`config.mk`:
```
export PLATFORM = sky130hd
export DESIGN_NAME = sad_block_unit
export DESIGN_NICKNAME = d
export VERILOG_FILES = /design/src/rtl/sad_pkg.sv /design/src/rtl/sad_pair_prep.sv /design/src/rtl/sad_csa_tree.sv /design/src/rtl/sad_cla_adder.sv /design/src/rtl/sad_column_unit.sv /design/src/rtl/sad_block_unit.sv
export SDC_FILE = /design/constraint.sdc
export NUM_CORES = 1
export LEC_CHECK = 0
export ABC_AREA = 1
export BUFFER_PORTS_ARGS = -buffer_cell sky130_fd_sc_hd__buf_2
export CAP_MARGIN = 20
export CORE_MARGIN = 2
export CORE_UTILIZATION = 60
export CTS_CLUSTER_SIZE = 10
export DETAILED_ROUTE_END_ITERATION = 10
export PLACE_DENSITY = 0.84
export RECOVER_POWER = 100
export SETUP_SLACK_MARGIN = 0.2
export SLEW_MARGIN = 20
export SYNTH_ARGS = -nofsm -noshare
export SYNTH_HDL_FRONTEND = slang
export SYNTH_SLANG_ARGS = --single-unit
```
`constraint.sdc`:
```
create_clock -name clk -period 1.95 [get_ports clk]
set_clock_uncertainty 0.1 [all_clocks]
set_input_delay 0.195 -clock clk [delete_from_list [all_inputs] [get_ports clk]]
set_output_delay 0.195 -clock clk [all_outputs]
set_load 0.1 [all_outputs]
```
`src/rtl/sad_pkg.sv`:
```
package sad_pkg;
  localparam int unsigned PIX_W_DEF = 8;
  localparam int unsigned ROWS_DEF  = 8;
  localparam int unsigned COLS_DEF  = 8;
  localparam int unsigned ACC_W_DEF = 22;
  localparam int unsigned CLA_GRP   = 4;

  // width of one column's difference total (ROWS must be a power of two)
  function automatic int unsigned col_width(int unsigned pix_w, int unsigned rows);
    return pix_w + $clog2(rows);
  endfunction
endpackage

```
`src/rtl/sad_pair_prep.sv`:
```
module sad_pair_prep #(
  parameter int unsigned PIX_W = 8
) (
  input  logic [PIX_W-1:0] cur_px_i,
  input  logic [PIX_W-1:0] ref_px_i,
  output logic [PIX_W-1:0] big_o,
  output logic [PIX_W-1:0] small_inv_o
);
  logic cur_ge;
  logic [PIX_W-1:0] small_px;

  always_comb begin
    cur_ge      = (cur_px_i >= ref_px_i);
    big_o       = cur_ge ? cur_px_i : ref_px_i;
    small_px    = cur_ge ? ref_px_i : cur_px_i;
    small_inv_o = ~small_px;
  end
endmodule

```
`src/rtl/sad_csa_tree.sv`:
```
module sad_csa_tree #(
  parameter int unsigned W = 11,
  parameter int unsigned N = 17
) (
  input  logic [W-1:0] terms_i [N],
  output logic [W-1:0] sum_o,
  output logic [W-1:0] carry_o
);
  function automatic int unsigned lvl_cnt(int unsigned lev);
    int unsigned n;
    n = N;
    for (int unsigned i = 0; i < 32; i++)
      if (i < lev) n = 2 * (n / 3) + (n % 3);
    return n;
  endfunction

  function automatic int unsigned lvl_total();
    int unsigned n;
    int unsigned l;
    n = N;
    l = 0;
    for (int unsigned i = 0; i < 32; i++)
      if (n > 2) begin
        n = 2 * (n / 3) + (n % 3);
        l++;
      end
    return l;
  endfunction

  localparam int unsigned NLEV = lvl_total();

  logic [W-1:0] node [NLEV+1][N];

  for (genvar k = 0; k < N; k++) begin : g_in
    assign node[0][k] = terms_i[k];
  end

  for (genvar lev = 0; lev < NLEV; lev++) begin : g_lvl
    localparam int unsigned CIN  = lvl_cnt(lev);
    localparam int unsigned NG   = CIN / 3;
    localparam int unsigned REM  = CIN % 3;
    localparam int unsigned COUT = 2 * NG + REM;
    for (genvar g = 0; g < NG; g++) begin : g_fa
      logic [W-1:0] x, y, z;
      assign x = node[lev][3*g];
      assign y = node[lev][3*g+1];
      assign z = node[lev][3*g+2];
      assign node[lev+1][2*g]   = x ^ y ^ z;
      assign node[lev+1][2*g+1] = {(x[W-2:0] & y[W-2:0]) | (x[W-2:0] & z[W-2:0]) |
                                   (y[W-2:0] & z[W-2:0]), 1'b0};
    end
    for (genvar r = 0; r < REM; r++) begin : g_pass
      assign node[lev+1][2*NG+r] = node[lev][3*NG+r];
    end
    for (genvar u = COUT; u < N; u++) begin : g_idle
      assign node[lev+1][u] = '0;
    end
  end

  assign sum_o   = node[NLEV][0];
  assign carry_o = node[NLEV][1];
endmodule

```
`src/rtl/sad_cla_adder.sv`:
```
module sad_cla_adder #(
  parameter int unsigned W   = 11,
  parameter int unsigned GRP = 4
) (
  input  logic [W-1:0] a_i,
  input  logic [W-1:0] b_i,
  output logic [W-1:0] sum_o
);
  localparam int unsigned NG  = (W + GRP - 1) / GRP;
  localparam int unsigned NGL = (NG > 1) ? NG - 1 : 1;

  logic [NGL-1:0] grp_g, grp_p;
  logic [NG-1:0]  grp_c;
  logic [W-1:0]   bit_c;

  always_comb begin
    // group generate / propagate, flattened sum of products
    for (int unsigned gi = 0; gi < NGL; gi++) begin
      logic gg, prod;
      gg = 1'b0;
      for (int unsigned k = 0; k < GRP; k++) begin
        prod = a_i[gi*GRP+k] & b_i[gi*GRP+k];
        for (int unsigned m = k + 1; m < GRP; m++)
          prod = prod & (a_i[gi*GRP+m] ^ b_i[gi*GRP+m]);
        gg = gg | prod;
      end
      grp_g[gi] = (gi < NG - 1) ? gg : 1'b0;
      prod = 1'b1;
      for (int unsigned m = 0; m < GRP; m++)
        prod = prod & (a_i[gi*GRP+m] ^ b_i[gi*GRP+m]);
      grp_p[gi] = (gi < NG - 1) ? prod : 1'b0;
    end
    grp_c[0] = 1'b0;
    for (int unsigned gi = 1; gi < NG; gi++)
      grp_c[gi] = grp_g[gi-1] | (grp_p[gi-1] & grp_c[gi-1]);
    // carry into each bit from its group carry-in
    for (int unsigned i = 0; i < W; i++) begin
      logic cb, prod;
      int unsigned base;
      base = (i / GRP) * GRP;
      prod = grp_c[i/GRP];
      for (int unsigned m = base; m < i; m++)
        prod = prod & (a_i[m] ^ b_i[m]);
      cb = prod;
      for (int unsigned k = base; k < i; k++) begin
        prod = a_i[k] & b_i[k];
        for (int unsigned m = k + 1; m < i; m++)
          prod = prod & (a_i[m] ^ b_i[m]);
        cb = cb | prod;
      end
      bit_c[i] = cb;
    end
    sum_o = a_i ^ b_i ^ bit_c;
  end
endmodule

```
`src/rtl/sad_column_unit.sv`:
```
module sad_column_unit
  import sad_pkg::*;
#(
  parameter int unsigned PIX_W = 8,
  parameter int unsigned ROWS  = 8,
  localparam int unsigned COL_W = col_width(PIX_W, ROWS)
) (
  input  logic [ROWS*PIX_W-1:0] cur_col_i,
  input  logic [ROWS*PIX_W-1:0] ref_col_i,
  output logic [COL_W-1:0]      col_sad_o
);
  localparam int unsigned NT = 2 * ROWS + 1;

  logic [COL_W-1:0] terms [NT];
  logic [COL_W-1:0] tree_sum, tree_carry;

  for (genvar r = 0; r < ROWS; r++) begin : g_row
    logic [PIX_W-1:0] big, small_inv;
    sad_pair_prep #(.PIX_W(PIX_W)) u_pair (
      .cur_px_i   (cur_col_i[r*PIX_W +: PIX_W]),
      .ref_px_i   (ref_col_i[r*PIX_W +: PIX_W]),
      .big_o      (big),
      .small_inv_o(small_inv)
    );
    assign terms[2*r]   = COL_W'(big);
    assign terms[2*r+1] = COL_W'(small_inv);
  end
  // one +1 per inverted lane; the excess ROWS*2^PIX_W wraps out of COL_W
  assign terms[NT-1] = COL_W'(ROWS);

  sad_csa_tree #(.W(COL_W), .N(NT)) u_tree (
    .terms_i(terms),
    .sum_o  (tree_sum),
    .carry_o(tree_carry)
  );

  sad_cla_adder #(.W(COL_W), .GRP(CLA_GRP)) u_cla (
    .a_i  (tree_sum),
    .b_i  (tree_carry),
    .sum_o(col_sad_o)
  );
endmodule

```
`src/rtl/sad_block_unit.sv`:
```
module sad_block_unit
  import sad_pkg::*;
#(
  parameter int unsigned PIX_W = PIX_W_DEF,
  parameter int unsigned ROWS  = ROWS_DEF,
  parameter int unsigned COLS  = COLS_DEF,
  parameter int unsigned ACC_W = ACC_W_DEF
) (
  input  logic                  clk,
  input  logic                  rst_n,
  input  logic                  start_i,
  input  logic                  beat_valid_i,
  input  logic [ROWS*PIX_W-1:0] cur_col_i,
  input  logic [ROWS*PIX_W-1:0] ref_col_i,
  output logic                  done_o,
  output logic [ACC_W-1:0]      sad_o
);
  localparam int unsigned COL_W = col_width(PIX_W, ROWS);
  localparam int unsigned CNT_W = (COLS > 1) ? $clog2(COLS) : 1;
  localparam logic [CNT_W-1:0] LAST_COL = CNT_W'(COLS - 1);

  logic [1:0]       rst_sync_q;
  logic             rst_int_n;
  logic [COL_W-1:0] col_sad;
  logic [CNT_W-1:0] cnt_q, cnt_d, cnt_base;
  logic [ACC_W-1:0] acc_q, acc_d, acc_base;
  logic             done_q, done_d;

  // reset: asserted at once, released after two clock edges
  always_ff @(posedge clk or negedge rst_n) begin
    if (!rst_n) rst_sync_q <= 2'b00;
    else        rst_sync_q <= {rst_sync_q[0], 1'b1};
  end
  assign rst_int_n = rst_sync_q[1];

  sad_column_unit #(.PIX_W(PIX_W), .ROWS(ROWS)) u_col (
    .cur_col_i(cur_col_i),
    .ref_col_i(ref_col_i),
    .col_sad_o(col_sad)
  );

  always_comb begin
    cnt_base = start_i ? '0 : cnt_q;
    acc_base = (start_i || cnt_base == '0) ? '0 : acc_q;
    cnt_d    = cnt_q;
    acc_d    = start_i ? '0 : acc_q;
    done_d   = 1'b0;
    if (beat_valid_i) begin
      acc_d  = acc_base + ACC_W'(col_sad);
      cnt_d  = (cnt_base == LAST_COL) ? '0 : cnt_base + 1'b1;
      done_d = (cnt_base == LAST_COL);
    end else if (start_i) begin
      cnt_d = '0;
    end
  end

  always_ff @(posedge clk or negedge rst_int_n) begin
    if (!rst_int_n) begin
      cnt_q  <= '0;
      acc_q  <= '0;
      done_q <= 1'b0;
    end else begin
      if (beat_valid_i || start_i) begin
        cnt_q <= cnt_d;
        acc_q <= acc_d;
      end
      done_q <= done_d;
    end
  end

  assign done_o = done_q;
  assign sad_o  = acc_q;
endmodule

```
==> results of run 1 <==
-- synthesized netlist by cell type (2+ instances only) --
library cell	n
a21oi_1	48
a31oi_1	2
buf_1	2
buf_2	6
buf_4	2
buf_6	6
clkbuf_1	6
dfrtp_1	28
fa_1	87
ha_1	104
inv_1	303
inv_2	5
nand2_1	305
nand2_2	7
nand3_1	41
nand3_2	5
nand4_1	50
nand4_4	2
nor2_1	85
nor2_2	3
nor2_4	3
nor3_1	2
nor4_1	5
o2111ai_1	2
o211ai_1	5
o21a_1	3
o21ai_0	88
o21ai_1	5
o22ai_1	6
o31a_1	3
xnor2_1	5
xor2_1	22
-- routing by layer --
| metal | overflow | track usage [%] |
|---|---|---|
| met3 | 0 | 63.8 |
| met5 | 0 | 33.7 |
| met1 | 0 | 73.6 |
| met2 | 40 | 92.1 |
| met4 | 23 | 82.1 |
-- kinds of logic after synthesis --
kind of cell	count (synthesis)	synth area share [%]
AND/OR/NAND/NOR	514	27.0
adder cells (fa/ha/maj)	191	35.9
other	1	0.0443
flip-flops	28	8.28
AO/OA/AOI/OAI	166	10.6
buffers and inverters	331	15.4
XOR/XNOR	27	2.79
-- repair_timing --
item,4_1_cts
gates cloned,2
setup buffers,17
pin swaps,59
setup endpoints to repair,22
endpoints found under the hold margin,2
hold buffers,1
resized for setup,104
-- per-stage QoR --
| stage | TNS (ns) | utilization (%) | hold slack (ns) |
|---|---|---|---|
| after detailed placement | -112.73 | 86.0 | -0.120 |
| after floorplan | -95.06 | - | -0.201 |
| after global placement | -105.97 | 86.0 | -0.121 |
| after CTS | -102.69 | 90.8 | 0.140 |
==> out/metrics.cfg, run 1 <==
[run_status]
status=did not finish
error=[ERROR GRT-0232] Routing congestion too high. Check the congestion heatmap in the GUI.
stop_stage=5_1_grt

[placed_design]
place_inst=1822
gp_congestion=0.926
pre_cts_ws_ns=-5.72
placed_cell_area_mm2=0.0119
port_buffers=154
place_hpwl_um=24200

[synth]
synth_async_sr_flop_share_pct=100
ys_ff_latch=28
synth_nets=1581
synth_area_leaders=fa_1, ha_1, nand2_1, inv_1, dfrtp_1
synth_cells=1258
synth_edf_count=0
yosysTopAreaCellShare_pct=20.6
synth_flop_cell=dfrtp_1
synth_largest_area_cell=fa_1
ys_seq_area_share_pct=8.28
ys_types=44
ys_warn_count=0
synth_area_mm2=0.00846
syn_area_per_cell_um2=6.73

[clocking]
htreeDepth=1
clk_path_buf_depth=2
cts_buffers=3
clockRootBuffer=clkbuf_16
clkSinkCount=28

[global_route]
gr-usage-all-layers_pct=76.8
grt_max_degree=27
grt_overflow_total=63

[sta]
worst_endpoint=sad_o[19]$_DFFE_PN0P_/D
worst-ep-kind=sequential cell input

[floorplanning]
initial_core_util_pct=61.2
placementRows=43
dieWidth_um=123
pin_count=155
die_h_um=123

==> run 2, diff against run 1 <==
- CORE_UTILIZATION: 60 -> 40
- CTS_CLUSTER_SIZE: 10 -> not set
- PLACE_DENSITY: 0.84 -> not set
- PLACE_DENSITY_LB_ADDON: not set -> 0.15
- SETUP_SLACK_MARGIN: 0.2 -> not set
==> run 2 against run 1 <==
Effect of this change:
- synthesized cell count is the same
- synthesized area unchanged
- the flow now finishes, with violations (negative setup slack)
==> out/metrics.cfg, run 2 <==
[run_status]
status=complete, but fails checks  ; was did not finish
violations=negative setup slack

[cells_and_area]
final_common_cell=buf_4
fin_nets=2040
finalNonFillerCells=1991
drive_above_1_share_pct=43.8
fill_cells=1838
final_cell_area_mm2=0.0136
n_antenna_cell=0
largest_register_ffs=22
layout_common_cells=buf_4, inv_1, nand2_1
synthToLayoutAreaGrowth_pct=60.3

[synth]
ys_seq_area_share_pct=8.28  ; unchanged
synth_edf_count=0  ; unchanged
synth_flop_cell=dfrtp_1  ; unchanged
synth_commonest_cells=nand2_1, inv_1, ha_1  ; unchanged
synth_cells=1258  ; unchanged
syn_area_per_cell_um2=6.73  ; unchanged
yosysTopAreaCellShare_pct=20.6  ; unchanged
ys_ff_latch=28  ; unchanged
synth_async_sr_flop_share_pct=100  ; unchanged
synth.most_common_cell=nand2_1  ; unchanged
ys_warn_count=0  ; unchanged
synth_nets=1581  ; unchanged
synth_area_leaders=fa_1, ha_1, nand2_1, inv_1, dfrtp_1  ; unchanged
synth_largest_area_cell=fa_1  ; unchanged
synth_area_mm2=0.00846  ; unchanged
ys_types=44  ; unchanged

[critical_path]
cp_max_fo=6
crit_slowest_cell=fa_2
worst-endpoint-arrival_ns=7.20
worstSetupEndpointType=flop
r2r_cells=20
startpoint_type=input port
cpPeakStageDelay_ns=0.61
path_class=in -> reg
required_ns=2.01

[placed_design]
place_hpwl_um=22200  ; was 24200 um
port_buffers=154  ; unchanged
placed_cell_area_mm2=0.0122  ; was 0.0119 mm2
gp_congestion=0.902  ; was 0.926
place_inst=1944  ; was 1822

[drt]
wl_um=26700
vias_per_cell=4.73
wl_per_cell_um=13.4
first_pass_iters=4
drc=0
drtAntennaViolNets=0
drtIter0Drc=284
vias=9418

[floorplanning]
pin_count=155  ; unchanged
die_h_um=149  ; was 123 um
core-area_mm2=0.0209
placementRows=53  ; was 43
initial_core_util_pct=40.5  ; was 61.2%
die_area_mm2=0.0223
dieWidth_um=149  ; was 123 um

[global_route]
grt_max_degree=27
grt_pass1_wl_um=42600
antenna_found_initial=0
gr-usage-all-layers_pct=23.2
grt_overflow_total=0
first_global_vias=9421

[clocking]
cts_buffers=3  ; unchanged
clk_path_buf_depth=2  ; unchanged
clkSinkCount=28  ; unchanged
path_clk_slew_ns=0.07
htreeDepth=1  ; unchanged
clockRootBuffer=clkbuf_16  ; unchanged
clk_latency_ns=0.27
cts_tree=built

[sta]
report.final.setup_viol=22
maxSlewHeadroom_pct=54.4
fin_crit_sh_pct=366
tns_ns=-102.02
slew_viol_final=0
period_needed_ns=7.14
hold_violations=0
worst_slew_pin_slew_ns=0.684
finalHoldWorstSlack_ns=0.143
rsz0062_at_grt=yes
setup_ws_ns=-5.19
fmax_mhz=140

[run]
cap_violations=0

[min_path]
hold_class=in -> async

-- run 2: worst paths after layout --
check,to,from,slack (ns)
worst max-delay path,sad_o[20],ref_col_i[47],-5.19
worst min-delay path,rst_sync_q[0],rst_n,0.14
worst max register to register,sad_o[20],cnt_q[1],-0.92
worst min register to register,rst_sync_q[1],rst_sync_q[0],0.28
max in group asynchronous,sad_o[15],rst_sync_q[1],1.03
min in group clk,sad_o[0],beat_valid_i,0.20
-- run 2: logic make-up (layout without fill, tap and decap cells) --
logic type	count (synthesis)	count (layout)	synth area share, %
fa+ha+maj	191	191	35.9
flops	28	28	8.28
simple gates	514	514	27.0
other cells	1	1	0.0443
xor+xnor	27	27	2.79
compound gates	166	167	10.6
buf+inv	331	788	15.4
-- run 2: critical path: cells and delay by family --
| kind | cells | cell delay [ns] |
|---|---|---|
| adders and majority gates | 10 | 4.16 |
| xor gates and xnor gates | 1 | 0.24 |
| buffers and inverters | 10 | 0.81 |
| and+or+nand+nor | 13 | 1.20 |
| AOI/OAI and AO/OA | 4 | 0.59 |
-- run 2: timing repair --
| action | CTS | global route |
|---|---|---|
| hold buffers | 1 | 0 |
| hold endpoints to repair | 2 | 0 |
| resized for setup | 94 | 133 |
| gates cloned | 2 | 2 |
| setup endpoints to repair | 22 | 22 |
| setup buffers | 23 | 17 |
| pin swaps | 69 | 95 |
-- run 2: layout make-up --
class                      count  area (um2)  share of cell area, %
multi-input combinational    900        7750                   57.1
sequential                    28         701                   5.16
timing repair buffer         475        3460                   25.5
tap                          275         344                   2.54
clock inverter                 1        30.0                  0.221
clock buffer                   3        75.1                  0.553
inverter                     309        1210                   8.94
-- run 2: stage by stage --
stage,util (%),worst slack [ns]
after floorplan,-,-4.93
after global placement,58.4,-5.39
after detailed placement,58.4,-5.57
after CTS,61.8,-5.13
after global routing,65.0,-5.56
final,65.0,-5.19
-- run 2: per-layer routing --
metal  track usage [%]  routed length, um  vias up
met5                 0                  0        -
met4              3.14                338        0
met3              1.37                927       31
met2              42.2              13400      190
met1              31.0              12000     4351
li1                  -                  -     4846
Power of run 2 is left out: the tool's default activity adds up to more than one toggle a clock period on the data nets, which glitch-free logic cannot reach.
==> run 3, diff against run 2 <==
- REMOVE_ABC_BUFFERS: not set -> 1
==> run 3 against run 2 <==
Effect of this change:
- the run still ends with negative setup slack left
- sequential share of layout area up 0.077 points
- non-clock buffer count down 6
- utilization down 0.95 points
- fmax up 1.2%
- register-to-register slack about the same
- cell area down 1.5%
- die area unchanged
- via count down 0.30%
- clock-buffer cell count unchanged
==> out/metrics.cfg, run 3 (synthesized netlist as in run 2, its figures left out) <==
[drt]
vias=9390  ; was 9418
drtIter0Drc=442  ; was 284
first_pass_iters=4  ; unchanged
drc=0  ; unchanged
wl_um=26300  ; was 26700 um
vias_per_cell=4.73  ; about the same
drtAntennaViolNets=0  ; unchanged
wl_per_cell_um=13.3  ; was 13.4 um

[run_status]
status=complete, but fails checks  ; unchanged
violations=negative setup slack  ; unchanged

[cells_and_area]
synthToLayoutAreaGrowth_pct=57.9  ; was 60.3%
fin_nets=2033  ; was 2040
final_common_cell=buf_4  ; unchanged
layout_common_cells=buf_4, nand2_1, inv_1  ; was buf_4, inv_1, nand2_1
drive_above_1_share_pct=42.7  ; was 43.8%
n_antenna_cell=0  ; unchanged
fill_cells=1827  ; was 1838
largest_register_ffs=22  ; unchanged

[critical_path]
startpoint_type=input port  ; unchanged
cp_max_fo=8  ; was 6
worstSetupEndpointType=flop  ; unchanged
path_common_cell=fa_1
r2r_slack_ns=-0.91  ; was -0.92 ns
required_ns=2.01  ; about the same
worst-endpoint-arrival_ns=7.12  ; was 7.20 ns
cpPeakStageDelay_ns=0.57  ; was 0.61 ns
crit_slowest_cell=fa_1  ; was fa_2
path_class=in -> reg  ; unchanged

[clocking]
clk_path_buf_depth=2  ; unchanged
clk_latency_ns=0.27  ; about the same
clkSinkCount=28  ; unchanged
path_clk_slew_ns=0.07  ; about the same
clockRootBuffer=clkbuf_16  ; unchanged
htreeDepth=1  ; unchanged
cts_buffers=3  ; unchanged
cts_tree=built  ; unchanged

[sta]
rsz0062_at_grt=yes  ; unchanged
report.final.setup_viol=22  ; unchanged
fin_crit_sh_pct=362  ; was 366%
slew_viol_final=0  ; unchanged
tns_ns=-100.75  ; was -102.02 ns
hold_violations=0  ; unchanged
worst_slew_pin_slew_ns=0.675  ; was 0.684 ns
maxSlewHeadroom_pct=55.0  ; was 54.4%
fmax_mhz=142  ; was 140 MHz
setup_ws_ns=-5.11  ; was -5.19 ns
period_needed_ns=7.06  ; was 7.14 ns

[floorplanning]
pin_count=155  ; unchanged
core-area_mm2=0.0209  ; unchanged
die_h_um=149  ; unchanged
die_area_mm2=0.0223  ; unchanged
initial_core_util_pct=40.5  ; unchanged
placementRows=53  ; unchanged
dieWidth_um=149  ; unchanged

[placed_design]
port_buffers=154  ; unchanged
place_hpwl_um=21100  ; was 22200 um
gp_congestion=0.899  ; was 0.902

[global_route]
grt_pass1_wl_um=41900  ; was 42600 um
gr-usage-all-layers_pct=23.1  ; was 23.2%
antenna_found_initial=0  ; unchanged
first_global_vias=9178  ; was 9421
grt_overflow_total=0  ; unchanged
grt_max_degree=27  ; unchanged

[run]
cap_violations=0  ; unchanged

[min_path]
hold_class=in -> async  ; unchanged

## run 3: cell types whose count changed in the layout (fill, tap and decap cells not counted), moves of 3 or more
| cell | before | now |
|---|---|---|
| buf_2 | 109 | 116 |
| nand3_2 | 13 | 10 |
| inv_2 | 45 | 49 |
| a21oi_1 | 23 | 17 |
| nand2_2 | 47 | 32 |
| buf_12 | 4 | 1 |
| a21oi_2 | 22 | 26 |
| buf_8 | 1 | 4 |
| buf_4 | 296 | 286 |
| nand3_1 | 30 | 33 |
| nand2_1 | 253 | 268 |
## run 3: through the flow
stage	setup slack [ns]	instances	area (um2)	hold slack (ns)	util, %
6_report	-5.11	1984	13400	0.131	64.0
5_1_grt	-5.43	1984	13400	0.156	64.0
4_1_cts	-5.06	1978	13100	0.117	62.5
3_5_place_dp	-5.72	1941	11500	-0.119	55.2
3_3_place_gp	-5.58	1941	11500	-0.120	55.2
2_1_floorplan	-6.06	1236	8320	-0.201	-
## run 3: worst max-delay path: cells and delay by family
kind | cells | cell delay, ns
compound gates | 4 | 0.48
fa+ha+maj | 10 | 4.48
buf+inv | 11 | 0.89
simple gates | 11 | 1.07
## run 3: final timing paths
path / endpoint / startpoint / cells past startpoint
min reg2reg: sad_o[17] / rst_sync_q[1] / 1
max reg2reg: sad_o[20] / cnt_q[1] / 20
min in group clk: sad_o[0] / beat_valid_i / 3
min: rst_sync_q[1] / rst_n / 2
max in group asynchronous: sad_o[9] / rst_sync_q[1] / 1
max: sad_o[15] / ref_col_i[18] / 36
## run 3: area by class of cell
type | count | area [um2] | share of cell area (%)
inverter | 309 | 1170 | 8.77
clock buffer | 3 | 75.1 | 0.562
tap | 275 | 344 | 2.57
sequential | 28 | 701 | 5.24
timing repair buffer | 469 | 3330 | 24.9
multi-input combinational | 899 | 7710 | 57.7
clock inverter | 1 | 30.0 | 0.225
## run 3: what timing repair did
item                                    4_1_cts  5_1_grt
endpoints found under the hold margin         2        0
hold buffers                                  1        0
pin swaps                                   138       91
endpoints found under the setup margin       22       22
resized for setup                           284       81
buffers inserted                             32       10
gates cloned                                  3        0
## run 3: metal layers
layer	track usage (%)	wire, um	up-vias
li1	-	-	4845
met1	29.9	11600	4332
met2	43.7	13600	182
met3	1.16	818	31
met4	2.81	333	0
met5	0	0	-
Power of run 3 is left out for the same reason.
==> run 4, diff against run 3 <==
- CORE_UTILIZATION: 40 -> 60
==> run 4 against run 3 <==
Effect of this change:
- the run now fails in 5_1_grt
- synthesized cell count is the same
- synthesized area is the same
==> out/metrics.cfg, run 4 <==
[run_status]
status=did not finish  ; was complete, but fails checks
stop_stage=5_1_grt
error=[ERROR GRT-0232] Routing congestion too high. Check the congestion heatmap in the GUI.

[synth]
synth_top_family_by_area=adder cells  ; unchanged
synth_largest_area_cell=fa_1  ; unchanged
synth_cells=1258  ; unchanged
ys_seq_area_share_pct=8.28  ; unchanged
yosysTopAreaCellShare_pct=20.6  ; unchanged
synth_area_mm2=0.00846  ; unchanged
synthSimpleGateAreaFrac_pct=27.0  ; unchanged
synth_compound_area_share_pct=10.6  ; unchanged
synth_commonest_cells=nand2_1, inv_1, ha_1  ; unchanged
synth.area.mux_share_pct=0  ; unchanged
synth_area_leaders=fa_1, ha_1, nand2_1, inv_1, dfrtp_1  ; unchanged
synth_edf_count=0  ; unchanged
ys_warn_count=0  ; unchanged
syn_area_per_cell_um2=6.73  ; unchanged
ys_types=44  ; unchanged
synth.most_common_cell=nand2_1  ; unchanged
synthXorXnorAreaFrac_pct=2.79  ; unchanged
synth_async_sr_flop_share_pct=100  ; unchanged
ys_ff_latch=28  ; unchanged
synth_flop_cell=dfrtp_1  ; unchanged
synthAdderAreaFrac_pct=35.9  ; unchanged

[placed_design]
gp_congestion=0.955  ; was 0.899
place_hpwl_um=22500  ; was 21100 um
port_buffers=154  ; unchanged
place_inst=1843  ; was 1941

[global_route]
grt_max_degree=27
gr-usage-all-layers_pct=91.1
grt_overflow_total=819

[clocking]
clk_path_buf_depth=2  ; unchanged
cts_buffers=3  ; unchanged
htreeDepth=1  ; unchanged
clkSinkCount=28  ; unchanged
clockRootBuffer=clkbuf_16  ; unchanged

[sta]
worst-ep-kind=sequential cell input
worst_endpoint=sad_o[19]$_DFFE_PN0P_/D

[floorplanning]
pin_count=155  ; unchanged
dieWidth_um=123  ; was 149 um
die_h_um=123  ; was 149 um
placementRows=43  ; was 53
initial_core_util_pct=61.2  ; was 40.5%

## run 4: cell counts after synthesis
Identical to the previous run, type by type.
## run 4: repair_timing
item / 4_1_cts
hold buffers: 1
cloned: 3
endpoints found under the hold margin: 2
resized for setup: 245
pin swaps: 129
setup endpoints to repair: 22
setup buffers: 19
## run 4: metal layers
metal / track usage, % / overflow
met1: 81.9 / 2
met2: 120 / 629
met4: 108 / 186
met5: 15.6 / 0
met3: 65.4 / 2
## run 4: cells by family after synthesis
family | Yosys count
compound gates | 166
flops | 28
buf+inv | 331
xor+xnor | 27
simple gates | 514
fa+ha+maj | 191
other cells | 1
## run 4: metrics by stage
| step | worst slack [ns] | cell area (um2) | utilization (%) | hold WS, ns | setup TNS [ns] |
|---|---|---|---|---|---|
| floorplan | -6.06 | 8320 | - | -0.201 | -118.29 |
| global placement | -5.58 | 11400 | 82.4 | -0.120 | -111.01 |
| detailed placement | -5.82 | 11400 | 82.4 | -0.119 | -115.55 |
| CTS | -5.22 | 12600 | 91.3 | 0.137 | -102.05 |
